## config.mk

```make
export PLATFORM = sky130hd
export DESIGN_NAME = quasi_bidir_port
export DESIGN_NICKNAME = d
export VERILOG_FILES = /design/src/rtl/port_pkg.sv /design/src/rtl/port_pin_sync.sv /design/src/rtl/port_latch_ctl.sv /design/src/rtl/port_pad_drive.sv /design/src/rtl/quasi_bidir_port.sv
export SDC_FILE = /design/constraint.sdc
export NUM_CORES = 1
export LEC_CHECK = 0
export ABC_AREA = 1
export BUFFER_PORTS_ARGS = -buffer_cell sky130_fd_sc_hd__buf_2
export CAP_MARGIN = 5
export CORE_MARGIN = 2
export CORE_UTILIZATION = 50
export CTS_CLUSTER_SIZE = 30
export DETAILED_ROUTE_END_ITERATION = 7
export PLACE_DENSITY = 0.87
export SYNTH_ARGS = -nofsm -noshare
export SYNTH_HDL_FRONTEND = slang
export SYNTH_SLANG_ARGS = --single-unit
```

## constraint.sdc

```tcl
create_clock -name clk -period 3.2 [get_ports clk]
set_input_delay 0.96 -clock clk [delete_from_list [all_inputs] [get_ports clk]]
set_output_delay 0.96 -clock clk [all_outputs]
set_load 0.01 [all_outputs]
```

## src/rtl/port_pkg.sv

```systemverilog
package port_pkg;
    typedef enum logic [1:0] {
        RMW_AND = 2'd0,
        RMW_OR  = 2'd1,
        RMW_XOR = 2'd2,
        RMW_NOT = 2'd3
    } rmw_op_e;

    typedef enum logic {
        VAR_PULLUP     = 1'b0,
        VAR_OPEN_DRAIN = 1'b1
    } port_variant_e;
endpackage

```

## src/rtl/port_pin_sync.sv

```systemverilog
module port_pin_sync #(
    parameter int WIDTH  = 8,
    parameter int STAGES = 2
) (
    input  logic             clk,
    input  logic             rst_n,
    input  logic [WIDTH-1:0] pin_raw,
    output logic [WIDTH-1:0] pin_sync
);
    localparam int LAST = STAGES - 1;

    typedef struct packed {
        logic [STAGES-1:0][WIDTH-1:0] stage;
    } sync_state_t;

    sync_state_t st_d, st_q;

    always_comb begin
        st_d = st_q;
        st_d.stage[0] = pin_raw;
        for (int s = 1; s < STAGES; s++) begin
            st_d.stage[s] = st_q.stage[s-1];
        end
    end

    always_ff @(posedge clk) begin
        if (!rst_n) st_q <= '1;
        else        st_q <= st_d;
    end

    assign pin_sync = st_q.stage[LAST];
endmodule

```

## src/rtl/port_latch_ctl.sv

```systemverilog
module port_latch_ctl
    import port_pkg::*;
#(
    parameter int WIDTH = 8
) (
    input  logic             clk,
    input  logic             rst_n,
    input  logic             ext_hold,
    input  logic             wr_en,
    input  logic [WIDTH-1:0] wr_data,
    input  logic             rmw_en,
    input  logic [1:0]       rmw_op,
    input  logic [WIDTH-1:0] rmw_mask,
    output logic [WIDTH-1:0] latch_q
);
    typedef struct packed {
        logic [WIDTH-1:0] bits;
    } latch_state_t;

    latch_state_t st_d, st_q;
    rmw_op_e      op;

    assign op = rmw_op_e'(rmw_op);

    always_comb begin
        st_d = st_q;
        if (ext_hold) begin
            st_d.bits = '1;
        end else if (wr_en) begin
            st_d.bits = wr_data;
        end else if (rmw_en) begin
            unique case (op)
                RMW_AND: st_d.bits = st_q.bits & rmw_mask;
                RMW_OR:  st_d.bits = st_q.bits | rmw_mask;
                RMW_XOR: st_d.bits = st_q.bits ^ rmw_mask;
                RMW_NOT: st_d.bits = ~st_q.bits;
                default: st_d.bits = st_q.bits;
            endcase
        end
    end

    always_ff @(posedge clk) begin
        if (!rst_n) st_q <= '{bits: '1};
        else        st_q <= st_d;
    end

    assign latch_q = st_q.bits;
endmodule

```

## src/rtl/port_pad_drive.sv

```systemverilog
module port_pad_drive #(
    parameter int WIDTH = 8
) (
    input  logic             open_drain,
    input  logic             ext_hold,
    input  logic             ext_dir_out,
    input  logic [WIDTH-1:0] ext_wdata,
    input  logic [WIDTH-1:0] latch_q,
    input  logic [WIDTH-1:0] alt_out,
    output logic [WIDTH-1:0] drv_low,
    output logic [WIDTH-1:0] drv_high
);
    for (genvar i = 0; i < WIDTH; i++) begin : g_bit
        logic release_bit;
        assign release_bit = latch_q[i] & alt_out[i];
        always_comb begin
            if (ext_hold) begin
                drv_low[i]  = ext_dir_out & ~ext_wdata[i];
                drv_high[i] = ext_dir_out &  ext_wdata[i];
            end else begin
                drv_low[i]  = ~release_bit;
                drv_high[i] = ~open_drain & release_bit;
            end
        end
    end
endmodule

```

## src/rtl/quasi_bidir_port.sv

```systemverilog
module quasi_bidir_port
    import port_pkg::*;
#(
    parameter int WIDTH       = 8,
    parameter int SYNC_STAGES = 2
) (
    input  logic             clk,
    input  logic             rst_n,
    input  logic             variant_sel,
    input  logic             wr_en,
    input  logic [WIDTH-1:0] wr_data,
    input  logic             rmw_en,
    input  logic [1:0]       rmw_op,
    input  logic [WIDTH-1:0] rmw_mask,
    input  logic             rd_latch_stb,
    input  logic             rd_pin_stb,
    output logic [WIDTH-1:0] rd_data,
    input  logic [WIDTH-1:0] alt_out,
    output logic [WIDTH-1:0] alt_in,
    input  logic             ext_en,
    input  logic             ext_dir_out,
    input  logic [WIDTH-1:0] ext_wdata,
    input  logic [WIDTH-1:0] pin_in,
    output logic [WIDTH-1:0] drv_low,
    output logic [WIDTH-1:0] drv_high
);
    typedef struct packed {
        logic [WIDTH-1:0] rd;
    } rd_state_t;

    port_variant_e    variant;
    logic             ext_hold;
    logic [WIDTH-1:0] latch_q;
    logic [WIDTH-1:0] pin_sync;
    rd_state_t        st_d, st_q;

    assign variant  = port_variant_e'(variant_sel);
    assign ext_hold = ext_en & (variant == VAR_OPEN_DRAIN);

    port_latch_ctl #(.WIDTH(WIDTH)) u_latch (
        .clk      (clk),
        .rst_n    (rst_n),
        .ext_hold (ext_hold),
        .wr_en    (wr_en),
        .wr_data  (wr_data),
        .rmw_en   (rmw_en),
        .rmw_op   (rmw_op),
        .rmw_mask (rmw_mask),
        .latch_q  (latch_q)
    );

    port_pin_sync #(.WIDTH(WIDTH), .STAGES(SYNC_STAGES)) u_sync (
        .clk      (clk),
        .rst_n    (rst_n),
        .pin_raw  (pin_in),
        .pin_sync (pin_sync)
    );

    port_pad_drive #(.WIDTH(WIDTH)) u_pad (
        .open_drain  (variant == VAR_OPEN_DRAIN),
        .ext_hold    (ext_hold),
        .ext_dir_out (ext_dir_out),
        .ext_wdata   (ext_wdata),
        .latch_q     (latch_q),
        .alt_out     (alt_out),
        .drv_low     (drv_low),
        .drv_high    (drv_high)
    );

    always_comb begin
        st_d = st_q;
        if (rd_pin_stb)        st_d.rd = pin_sync;
        else if (rd_latch_stb) st_d.rd = latch_q;
    end

    always_ff @(posedge clk) begin
        if (!rst_n) st_q <= '0;
        else        st_q <= st_d;
    end

    assign rd_data = st_q.rd;
    assign alt_in  = pin_sync & latch_q;
endmodule

```

==> results of run 1 <==
[worst paths after layout]
| kind | endpoint | slack, ns |
|---|---|---|
| hold / removal | u_sync.pin_sync[2]$_SDFF_PN1_ | 0.41 |
| setup / recovery | drv_high[1] | 0.47 |
| setup reg to reg | u_latch.latch_q[5]$_SDFFE_PP1P_ | 1.91 |
| hold reg to reg | u_sync.pin_sync[2]$_SDFF_PN1_ | 0.41 |
[flip-flops by register name, indices dropped and copies added, names as in the netlist]
name and cells:
u_latch.latch_q 8, u_sync.pin_sync 8, u_sync.st_d 8, rd_data 8
[stage by stage]
step | std cells | worst slack [ns] | area [um^2] | hold slack [ns] | power, mW
2_1_floorplan | 315 | 0.6108 | 2093 | 0.3925 | 0.6053
3_3_place_gp | 432 | 0.5255 | 2455 | 0.3938 | 0.6862
3_5_place_dp | 432 | 0.4753 | 2455 | 0.3973 | 0.6935
4_1_cts | 440 | 0.4729 | 2562 | 0.4115 | 1.072
5_1_grt | 440 | 0.3408 | 2562 | 0.4312 | 1.131
6_report | 440 | 0.4652 | 2562 | 0.4105 | 1.062
[power groups by stage]
stage | registers (mW) | logic (mW) | clock network (mW)
5_1_grt | 0.448 | 0.277 | 0.406
6_report | 0.446 | 0.241 | 0.376
4_1_cts | 0.445 | 0.241 | 0.385
3_5_place_dp | 0.454 | 0.240 | 0
2_1_floorplan | 0.451 | 0.154 | 0
3_3_place_gp | 0.454 | 0.232 | 0
[placed cells by master (no fill, tap or decap)]
cell type  netlist  routed
buf_2            4      82
nand2_1         65      65
inv_1           46      46
nor2_1          34      34
dfxtp_1         32      32
nand3_1         31      31
or2_2           17      17
a21oi_1         16      16
ha_1            16      16
nand3b_1         9       9
o21ai_0          8       8
nor3_1           8       8
o21ai_1          8       8
clkbuf_8         0       5
o21bai_1         3       3
inv_2            2       2
or2_1            2       2
nand2_2          1       1
nor2_4           1       1
bufinv_16        0       1
clkinv_2         0       1
clkbuf_1         2       1
buf_4            4       1
[area by class of cell]
class / count / area (um^2)
Clock buffer: 6 / 72.57
Clock inverter: 2 / 35.03
Fill cell: 383 / 1466
Inverter: 48 / 180.2
Multi-Input combinational cell: 219 / 1154
Sequential cell: 32 / 640.6
Tap cell: 50 / 62.56
Timing Repair Buffer: 83 / 417.9
[cell families after synthesis]
kind of cell    synth area share, %
simple gates                  36.82
buf+inv                       14.29
compound gates                8.727
flops                         30.60
fa+ha+maj                     9.564
[worst max-delay path, delay by kind of cell]
| kind | cells | cell delay (ns) |
|---|---|---|
| simple gates | 2 | 0.18 |
| compound gates | 1 | 0.10 |
| buf+inv | 3 | 0.54 |
[routing by layer]
layer  up-vias  share of wire (%)
li1       1128                  -
met1       981                 43
met2        77                 48
met3         7                6.9
met4         0                1.5
met5         -                  0
==> results.py, run 1 <==
metrics = {
    "detailed_routing": {
        "num_vias": 2193,
        "first_iter_violations": 131,
        "viasPerCell": 4.984,
        "postRouteAntennaNets": 0,
        "wl_mm": 5.053,
        "wl_per_cell_um": 11.48,
        "drt-pass1-iter-count": 4,
        "drc": 0,
    },
    "setup_path": {
        "slowest_stage": "inv_2",
        "crit_path_cell_trace": "buf_2, nand2_2, inv_2, nand3_1, o21ai_0, buf_2",
        "crit_path_end_kind": "primary output",
        "arrival_ns": 1.77,
        "crit_required_ns": 2.24,
        "crit_type": "in2out",
        "start_kind": "primary input",
        "cpPeakStageDelay_ns": 0.20,
        "r2r_start": "u_latch.latch_q[5]$_SDFFE_PP1P_",
        "path_max_fanout": 16,
        "cp-startpoint": "variant_sel",
        "crit_path_frequent_cell": "buf_2",
        "reg2reg_depth": 6,
    },
    "timing": {
        "max_freq_ghz": 0.3657,
        "setup_tns_ns": 0,
        "hold_viol": 0,
        "rsz0062_at_grt": "false",
        "skew_ns": 0.01100,
        "maxSlewViolCount": 0,
        "period_needed_ns": 2.735,
        "worstMarginPinSlew_ns": 0.3370,
        "slew_headroom_pct": 77.48,
        "setup_violations": 0,
        "fin_crit_sh_pct": 85.46,
    },
    "clock_network": {
        "clock_path_buffers": 2,
        "htreeDepth": 2,
        "clk_latency_ns": 0.28,
        "cts_tree": "done",
        "cts_hold_buf": 0,
        "root_buffer": "clkbuf_8",
        "cts_setup_buffers": 0,
        "cts_resized": 0,
        "cts_buffers": 5,
        "clk_pin_slew_worst_paths_ns": 0.06,
        "cts_sinks": 32,
    },
    "die": {
        "start_util_pct": 51.96,
        "die_height_um": 68.71,
        "fp.dieW_um": 68.71,
        "rows": 23,
        "dieArea_um2": 4720,
        "ios": 83,
        "core_um2": 4029,
    },
    "grt": {
        "use_met1_pct": 26.10,
        "grt_max_degree": 25,
        "antenna_found_initial": 0,
        "grt.busiest_layer": "met2",
        "grt_pass1_wl_mm": 7.983,
        "grt_pass1_vias": 1940,
        "use_met3_pct": 4.058,
        "grt_use_total_pct": 22.58,
        "grt.overflow.total": 0,
        "gr-usage-met2_pct": 40.38,
    },
    "logic_synthesis": {
        "synth.distinct_cells": 22,
        "synthCells": 315,
        "ys_seq_area_share_pct": 30.60,
        "synth_top_cell_by_area": "dfxtp_1",
        "synth_top_area_share_pct": 30.60,
        "yosys_register_bits": 32,
        "async_reset_ff_share_pct": 0,
        "synth_ff_type": "dfxtp_1",
        "synth.avg_cell_area_um2": 6.645,
        "synth_common_cells": "nand2_1 (65), inv_1 (46), nor2_1 (34), dfxtp_1 (32), nand3_1 (31)",
        "synth_most_common_cell": "nand2_1",
        "syn_nets": 382,
        "yosys_warnings": 0,
        "syn_area_um2": 2093,
        "synth-edff-count": 0,
        "yosys-top-cells-area": "dfxtp_1 (31%), nand2_1 (12%), ha_1 (9.6%)",
    },
    "layout": {
        "layout.nets": 456,
        "layout-drive-gt1-share_pct": 28.46,
        "fin_util_pct": 63.60,
        "area_delta_synth_final_pct": 22.41,
        "diodes": 0,
    },
    "placed_design": {
        "globalplace.congestion": 0.8274,
        "io_buffers": 82,
        "dp_hpwl_mm": 3.752,
    },
    "job": {
        "maxCapViolCount": 0,
    },
    "power_and_ir_drop": {
        "power_frac_seq_pct": 42.0,
        "peakVddDrop_mv": 0.2599,
        "power.density_nw_per_um2": 414.3,
        "switching_share_pct": 28.60,
        "pwr-share-clk_pct": 35.4,
        "leakage_nw": 1.500,
        "intPower_mw": 0.7581,
        "combPwrFrac_pct": 22.7,
        "switching_power_mw": 0.3036,
    },
    "worst_hold_path": {
        "min_path_cells": 1,
        "min-delay-start": "u_sync.st_d[10]$_SDFF_PN1_",
        "hold_class": "reg2reg",
    },
    "outcome": {
        "run_status": "completed",
    },
}
Power figures use the tool's default switching activity.
==> run 2: changes to the inputs <==
ABC_AREA = default   (was 1)
PLACE_DENSITY = 0.88   (was 0.87)
==> results.py, run 2 <==
metrics = {
    "outcome": {
        "run_status": "completed",
    },
    "clock_network": {
        "htreeDepth": 2,
        "root_buffer": "clkbuf_8",
        "cts_tree": "done",
        "cts_buffers": 5,
        "cts_resized": 0,
        "cts_sinks": 32,
        "clk_latency_ns": 0.29,
        "cts_setup_buffers": 0,
        "clock_path_buffers": 2,
        "cts_hold_buf": 0,
        "clk_pin_slew_worst_paths_ns": 0.07,
    },
    "grt": {
        "grt.overflow.total": 0,
        "grt_max_degree": 33,
        "grt_pass1_vias": 1587,
        "antenna_found_initial": 0,
        "grt_pass1_wl_mm": 7.217,
        "grt_use_total_pct": 21.42,
    },
    "die": {
        "dieArea_um2": 4568,
        "fp.dieW_um": 67.59,
        "die_height_um": 67.59,
        "start_util_pct": 51.29,
        "ios": 83,
        "core_um2": 3943,
        "rows": 23,
    },
    "layout": {
        "final_cell_mix": "buf_2 (82), nand2b_1 (41), nand2_1 (33)",
        "final_cell_area_um2": 2524,
        "area_delta_synth_final_pct": 24.81,
        "diodes": 0,
        "layout_commonest_cell": "buf_2",
        "layout.nets": 386,
        "fillers": 348,
        "final_cell_count_no_fill": 370,
        "layout-drive-gt1-share_pct": 28.44,
    },
    "setup_path": {
        "crit_path_cell_trace": "buf_2, nand2_2, o21ai_0, buf_2",
        "cp-startpoint": "variant_sel",
        "crit_required_ns": 2.24,
        "crit_path_end_kind": "primary output",
        "start_kind": "primary input",
        "r2r_start": "u_latch.latch_q[7]$_SDFFE_PP1P_",
        "path_max_fanout": 19,
        "crit_path_frequent_cell": "buf_2",
        "rr_endpoint": "u_latch.latch_q[7]$_SDFFE_PP1P_",
        "regToRegSetupSlack_ns": 1.52,
        "slowest_stage": "nand2_2",
        "crit_type": "in2out",
        "cpPeakStageDelay_ns": 0.25,
        "reg2reg_depth": 5,
        "arrival_ns": 1.82,
    },
    "timing": {
        "fin_crit_sh_pct": 86.83,
        "period_needed_ns": 2.779,
        "setup_violations": 0,
        "skew_ns": 0.004506,
        "max_freq_ghz": 0.3599,
        "hold_viol": 0,
        "slew_headroom_pct": 71.38,
        "rsz0062_at_grt": "false",
        "setup_tns_ns": 0,
        "timing.final.ws_setup_ns": 0.4215,
        "maxSlewViolCount": 0,
        "worstMarginPinSlew_ns": 0.4293,
    },
    "detailed_routing": {
        "drt-pass1-iter-count": 4,
        "wl_mm": 4.904,
        "postRouteAntennaNets": 0,
        "viasPerCell": 5.276,
        "drc": 0,
        "wl_per_cell_um": 13.25,
        "num_vias": 1952,
        "first_iter_violations": 86,
    },
    "logic_synthesis": {
        "synth_most_common_cell": "nand2b_1",
        "synth.avg_cell_area_um2": 8.186,
        "syn_area_um2": 2022,
        "ys_seq_area_share_pct": 31.68,
        "yosys_warnings": 0,
        "synth_ff_type": "dfxtp_1",
        "synth_common_cells": "nand2b_1 (41), nand2_1 (33), dfxtp_1 (32)",
        "synth_top_area_share_pct": 31.68,
        "yosys-top-cells-area": "dfxtp_1 (32%), nand2b_1 (13%), ha_1 (9.9%)",
        "synthCells": 247,
        "synth_top_cell_by_area": "dfxtp_1",
        "synth-edff-count": 0,
        "synth.distinct_cells": 23,
        "syn_nets": 314,
        "async_reset_ff_share_pct": 0,
        "yosys_register_bits": 32,
    },
    "power_and_ir_drop": {
        "peakVddDrop_mv": 0.3002,
        "leakage_nw": 1.279,
        "power.total_mw": 1.061,
        "power.density_nw_per_um2": 420.4,
    },
    "placed_design": {
        "dp_slack_ns": 0.4303,
        "dp_cells": 362,
        "globalplace.congestion": 0.7464,
        "io_buffers": 82,
        "post_dp_cell_area_um2": 2416,
        "dp_hpwl_mm": 3.551,
    },
    "job": {
        "maxCapViolCount": 0,
    },
    "worst_hold_path": {
        "hold_end": "u_sync.pin_sync[2]$_SDFF_PN1_",
        "hold_class": "reg2reg",
        "min_path_cells": 1,
        "min-delay-start": "u_sync.st_d[10]$_SDFF_PN1_",
    },
}
[run 2: layout make-up]
class	count	area (um^2)	share of cell area, %
multi-input cells	182	1242	49.23
flip-flops and latches	32	640.6	25.38
repair buffers	82	410.4	16.26
clock buffers	6	72.57	2.876
well taps	50	62.56	2.479
inverters	16	60.06	2.380
clock inverters	2	35.03	1.388
[run 2: worst max path at each step]
stage	cells past startpoint	slack, ns	endpoint
after floorplan	4	0.39	drv_low[6]
after global placement	4	0.48	drv_low[7]
after detailed placement	4	0.43	drv_low[1]
after CTS	4	0.43	drv_low[1]
after global routing	4	0.29	drv_low[5]
final	4	0.42	drv_low[1]
[run 2: per-layer routing]
metal  vias up  routed length (um)  global-route usage, %
li1        987                   -                      -
met1       902                2162                  26.86
met2        59                2484                  35.78
met3         4                 235                  5.833
met4         0                  21                  6.122
met5         -                   0                      0
[run 2: kinds of logic after synthesis]
group	after synthesis	share of synthesized area (%)
adder cells (fa/ha/maj)	16	9.901
AO/OA/AOI/OAI	48	15.53
buffers and inverters	33	6.869
AND/OR/NAND/NOR	110	32.05
multiplexers	8	3.961
flip-flops	32	31.68
[run 2: power breakdown]
part           leakage (nW)  total [mW]  switching [mW]  internal (mW)
registers             0.266       0.445          0.0211          0.424
clock network        0.0552       0.382           0.151          0.231
logic                 0.958       0.234           0.123          0.111
[run 2: per-stage QoR]
step,utilization [%],hold slack (ns)
5_1_grt,64.01,0.4308
2_1_floorplan,-,0.3863
6_report,64.01,0.4084
3_3_place_gp,61.28,0.3885
4_1_cts,64.01,0.4121
3_5_place_dp,61.28,0.3964
[run 2: worst max-delay path: cells and delay by family]
family / cells / cell delay, ns
compound gates: 1 / 0.21
buf+inv: 2 / 0.39
simple gates: 1 / 0.25
==> run 3: changes to the inputs <==
CTS_CLUSTER_DIAMETER = 40   (was default)
REMOVE_ABC_BUFFERS = 1   (was default)
==> results.py, run 3 (synthesis gave the netlist of run 2 again) <==
metrics = {
    "detailed_routing": {
        "viasPerCell": 5.245,
        "num_vias": 1946,
        "wl_mm": 4.957,
        "wl_per_cell_um": 13.36,
        "drt-pass1-iter-count": 4,
        "postRouteAntennaNets": 0,
        "drc": 0,
        "first_iter_violations": 104,
    },
    "clock_network": {
        "cts_resized": 0,
        "clock_path_buffers": 2,
        "cts_sinks": 32,
        "clk_pin_slew_worst_paths_ns": 0.07,
        "cts_hold_buf": 0,
        "cts_setup_buffers": 0,
        "cts_tree": "done",
        "clk_latency_ns": 0.29,
        "root_buffer": "clkbuf_8",
        "htreeDepth": 2,
        "cts_buffers": 5,
    },
    "setup_path": {
        "path_max_fanout": 19,
        "arrival_ns": 1.93,
        "crit_required_ns": 2.24,
        "crit_path_end_kind": "primary output",
        "start_kind": "primary input",
        "crit_type": "in2out",
    },
    "timing": {
        "period_needed_ns": 2.887,
        "maxSlewViolCount": 0,
        "timing.final.ws_setup_ns": 0.3126,
        "setup_tns_ns": 0,
        "rsz0062_at_grt": "false",
        "fin_crit_sh_pct": 90.23,
        "setup_violations": 0,
        "hold_viol": 0,
        "worstMarginPinSlew_ns": 0.4546,
        "max_freq_ghz": 0.3463,
        "skew_ns": 0.005229,
        "slew_headroom_pct": 69.69,
    },
    "die": {
        "rows": 23,
        "fp.dieW_um": 67.59,
        "dieArea_um2": 4568,
        "start_util_pct": 51.29,
        "ios": 83,
        "core_um2": 3943,
        "die_height_um": 67.59,
    },
    "layout": {
        "layout-drive-gt1-share_pct": 28.97,
        "diodes": 0,
        "final_cell_area_um2": 2535,
        "area_delta_synth_final_pct": 25.37,
        "layout_commonest_cell": "buf_2",
        "layout.nets": 387,
        "final_cell_mix": "buf_2 (82), nand2b_1 (41), nand2_1 (33)",
    },
    "placed_design": {
        "dp_slack_ns": 0.3224,
        "io_buffers": 82,
        "dp_hpwl_mm": 3.718,
        "post_dp_cell_area_um2": 2424,
        "globalplace.congestion": 0.7831,
    },
    "grt": {
        "grt_use_total_pct": 22.67,
        "grt_max_degree": 33,
        "grt_pass1_wl_mm": 7.831,
        "grt.overflow.total": 0,
        "antenna_found_initial": 0,
        "grt_pass1_vias": 1792,
    },
    "outcome": {
        "run_status": "completed",
    },
    "power_and_ir_drop": {
        "pwr-share-clk_pct": 36.3,
        "power.density_nw_per_um2": 420.4,
        "leakage_nw": 1.283,
        "switching_power_mw": 0.3003,
        "peakVddDrop_mv": 0.3467,
        "switching_share_pct": 28.19,
        "combPwrFrac_pct": 22.1,
        "power_frac_seq_pct": 41.6,
        "intPower_mw": 0.7652,
    },
    "job": {
        "maxCapViolCount": 0,
    },
    "worst_hold_path": {
        "hold_class": "reg2reg",
    },
}
[run 3: cell count changes in the layout (fill, tap and decap cells not counted)]
cell	delta
buf_4	+1
clkbuf_1	-1
clkinvlp_4	+1
[run 3: power groups by stage]
stage / sequential [mW] / combinational [mW] / clock (mW)
floorplan: 0.449 / 0.123 / 0
global placement: 0.450 / 0.231 / 0
detailed placement: 0.451 / 0.236 / 0
CTS: 0.443 / 0.237 / 0.394
global route: 0.446 / 0.266 / 0.411
finish: 0.443 / 0.236 / 0.387
[run 3: metal layers]
metal / part of all wire [%] / global-route usage (%)
met1: 43 / 27.78
met4: 0.85 / 7.908
met5: 0 / 0
met2: 49 / 38.11
met3: 7.6 / 6.000
[run 3: path summary, 6_finish.rpt]
| check | start | to | slack (ns) | cells after the start |
|---|---|---|---|---|
| worst min register to register | u_sync.st_d[12]$_SDFF_PN1_ | u_sync.pin_sync[4]$_SDFF_PN1_ | 0.41 | 1 |
| worst min-delay path | u_sync.st_d[12]$_SDFF_PN1_ | u_sync.pin_sync[4]$_SDFF_PN1_ | 0.41 | 1 |
| worst max register to register | u_latch.latch_q[7]$_SDFFE_PP1P_ | u_latch.latch_q[7]$_SDFFE_PP1P_ | 1.55 | 5 |
| worst max-delay path | variant_sel | drv_low[4] | 0.31 | 4 |
[run 3: final cells by class]
| cell class | instances | area, um^2 |
|---|---|---|
| inverters | 16 | 60.06 |
| flip-flops and latches | 32 | 640.6 |
| repair buffers | 83 | 417.9 |
| multi-input cells | 182 | 1242 |
| fillers | 334 | 1408 |
| well taps | 50 | 62.56 |
| clock buffers | 5 | 68.82 |
| clock inverters | 3 | 42.54 |
[run 3: worst max-delay path, cell delays in order]
cell	delay, ns
buf_2	0.26
nand2_2	0.28
o21ai_0	0.26
buf_2	0.16
[run 3: metrics by stage]
stage | power, mW | hold WS, ns | utilization [%] | instances
2_1_floorplan | 0.5720 | 0.3863 | - | 230
3_3_place_gp | 0.6808 | 0.3884 | 61.47 | 363
3_5_place_dp | 0.6878 | 0.3977 | 61.47 | 363
4_1_cts | 1.073 | 0.4151 | 64.30 | 371
5_1_grt | 1.124 | 0.4280 | 64.30 | 371
6_report | 1.066 | 0.4123 | 64.30 | 371
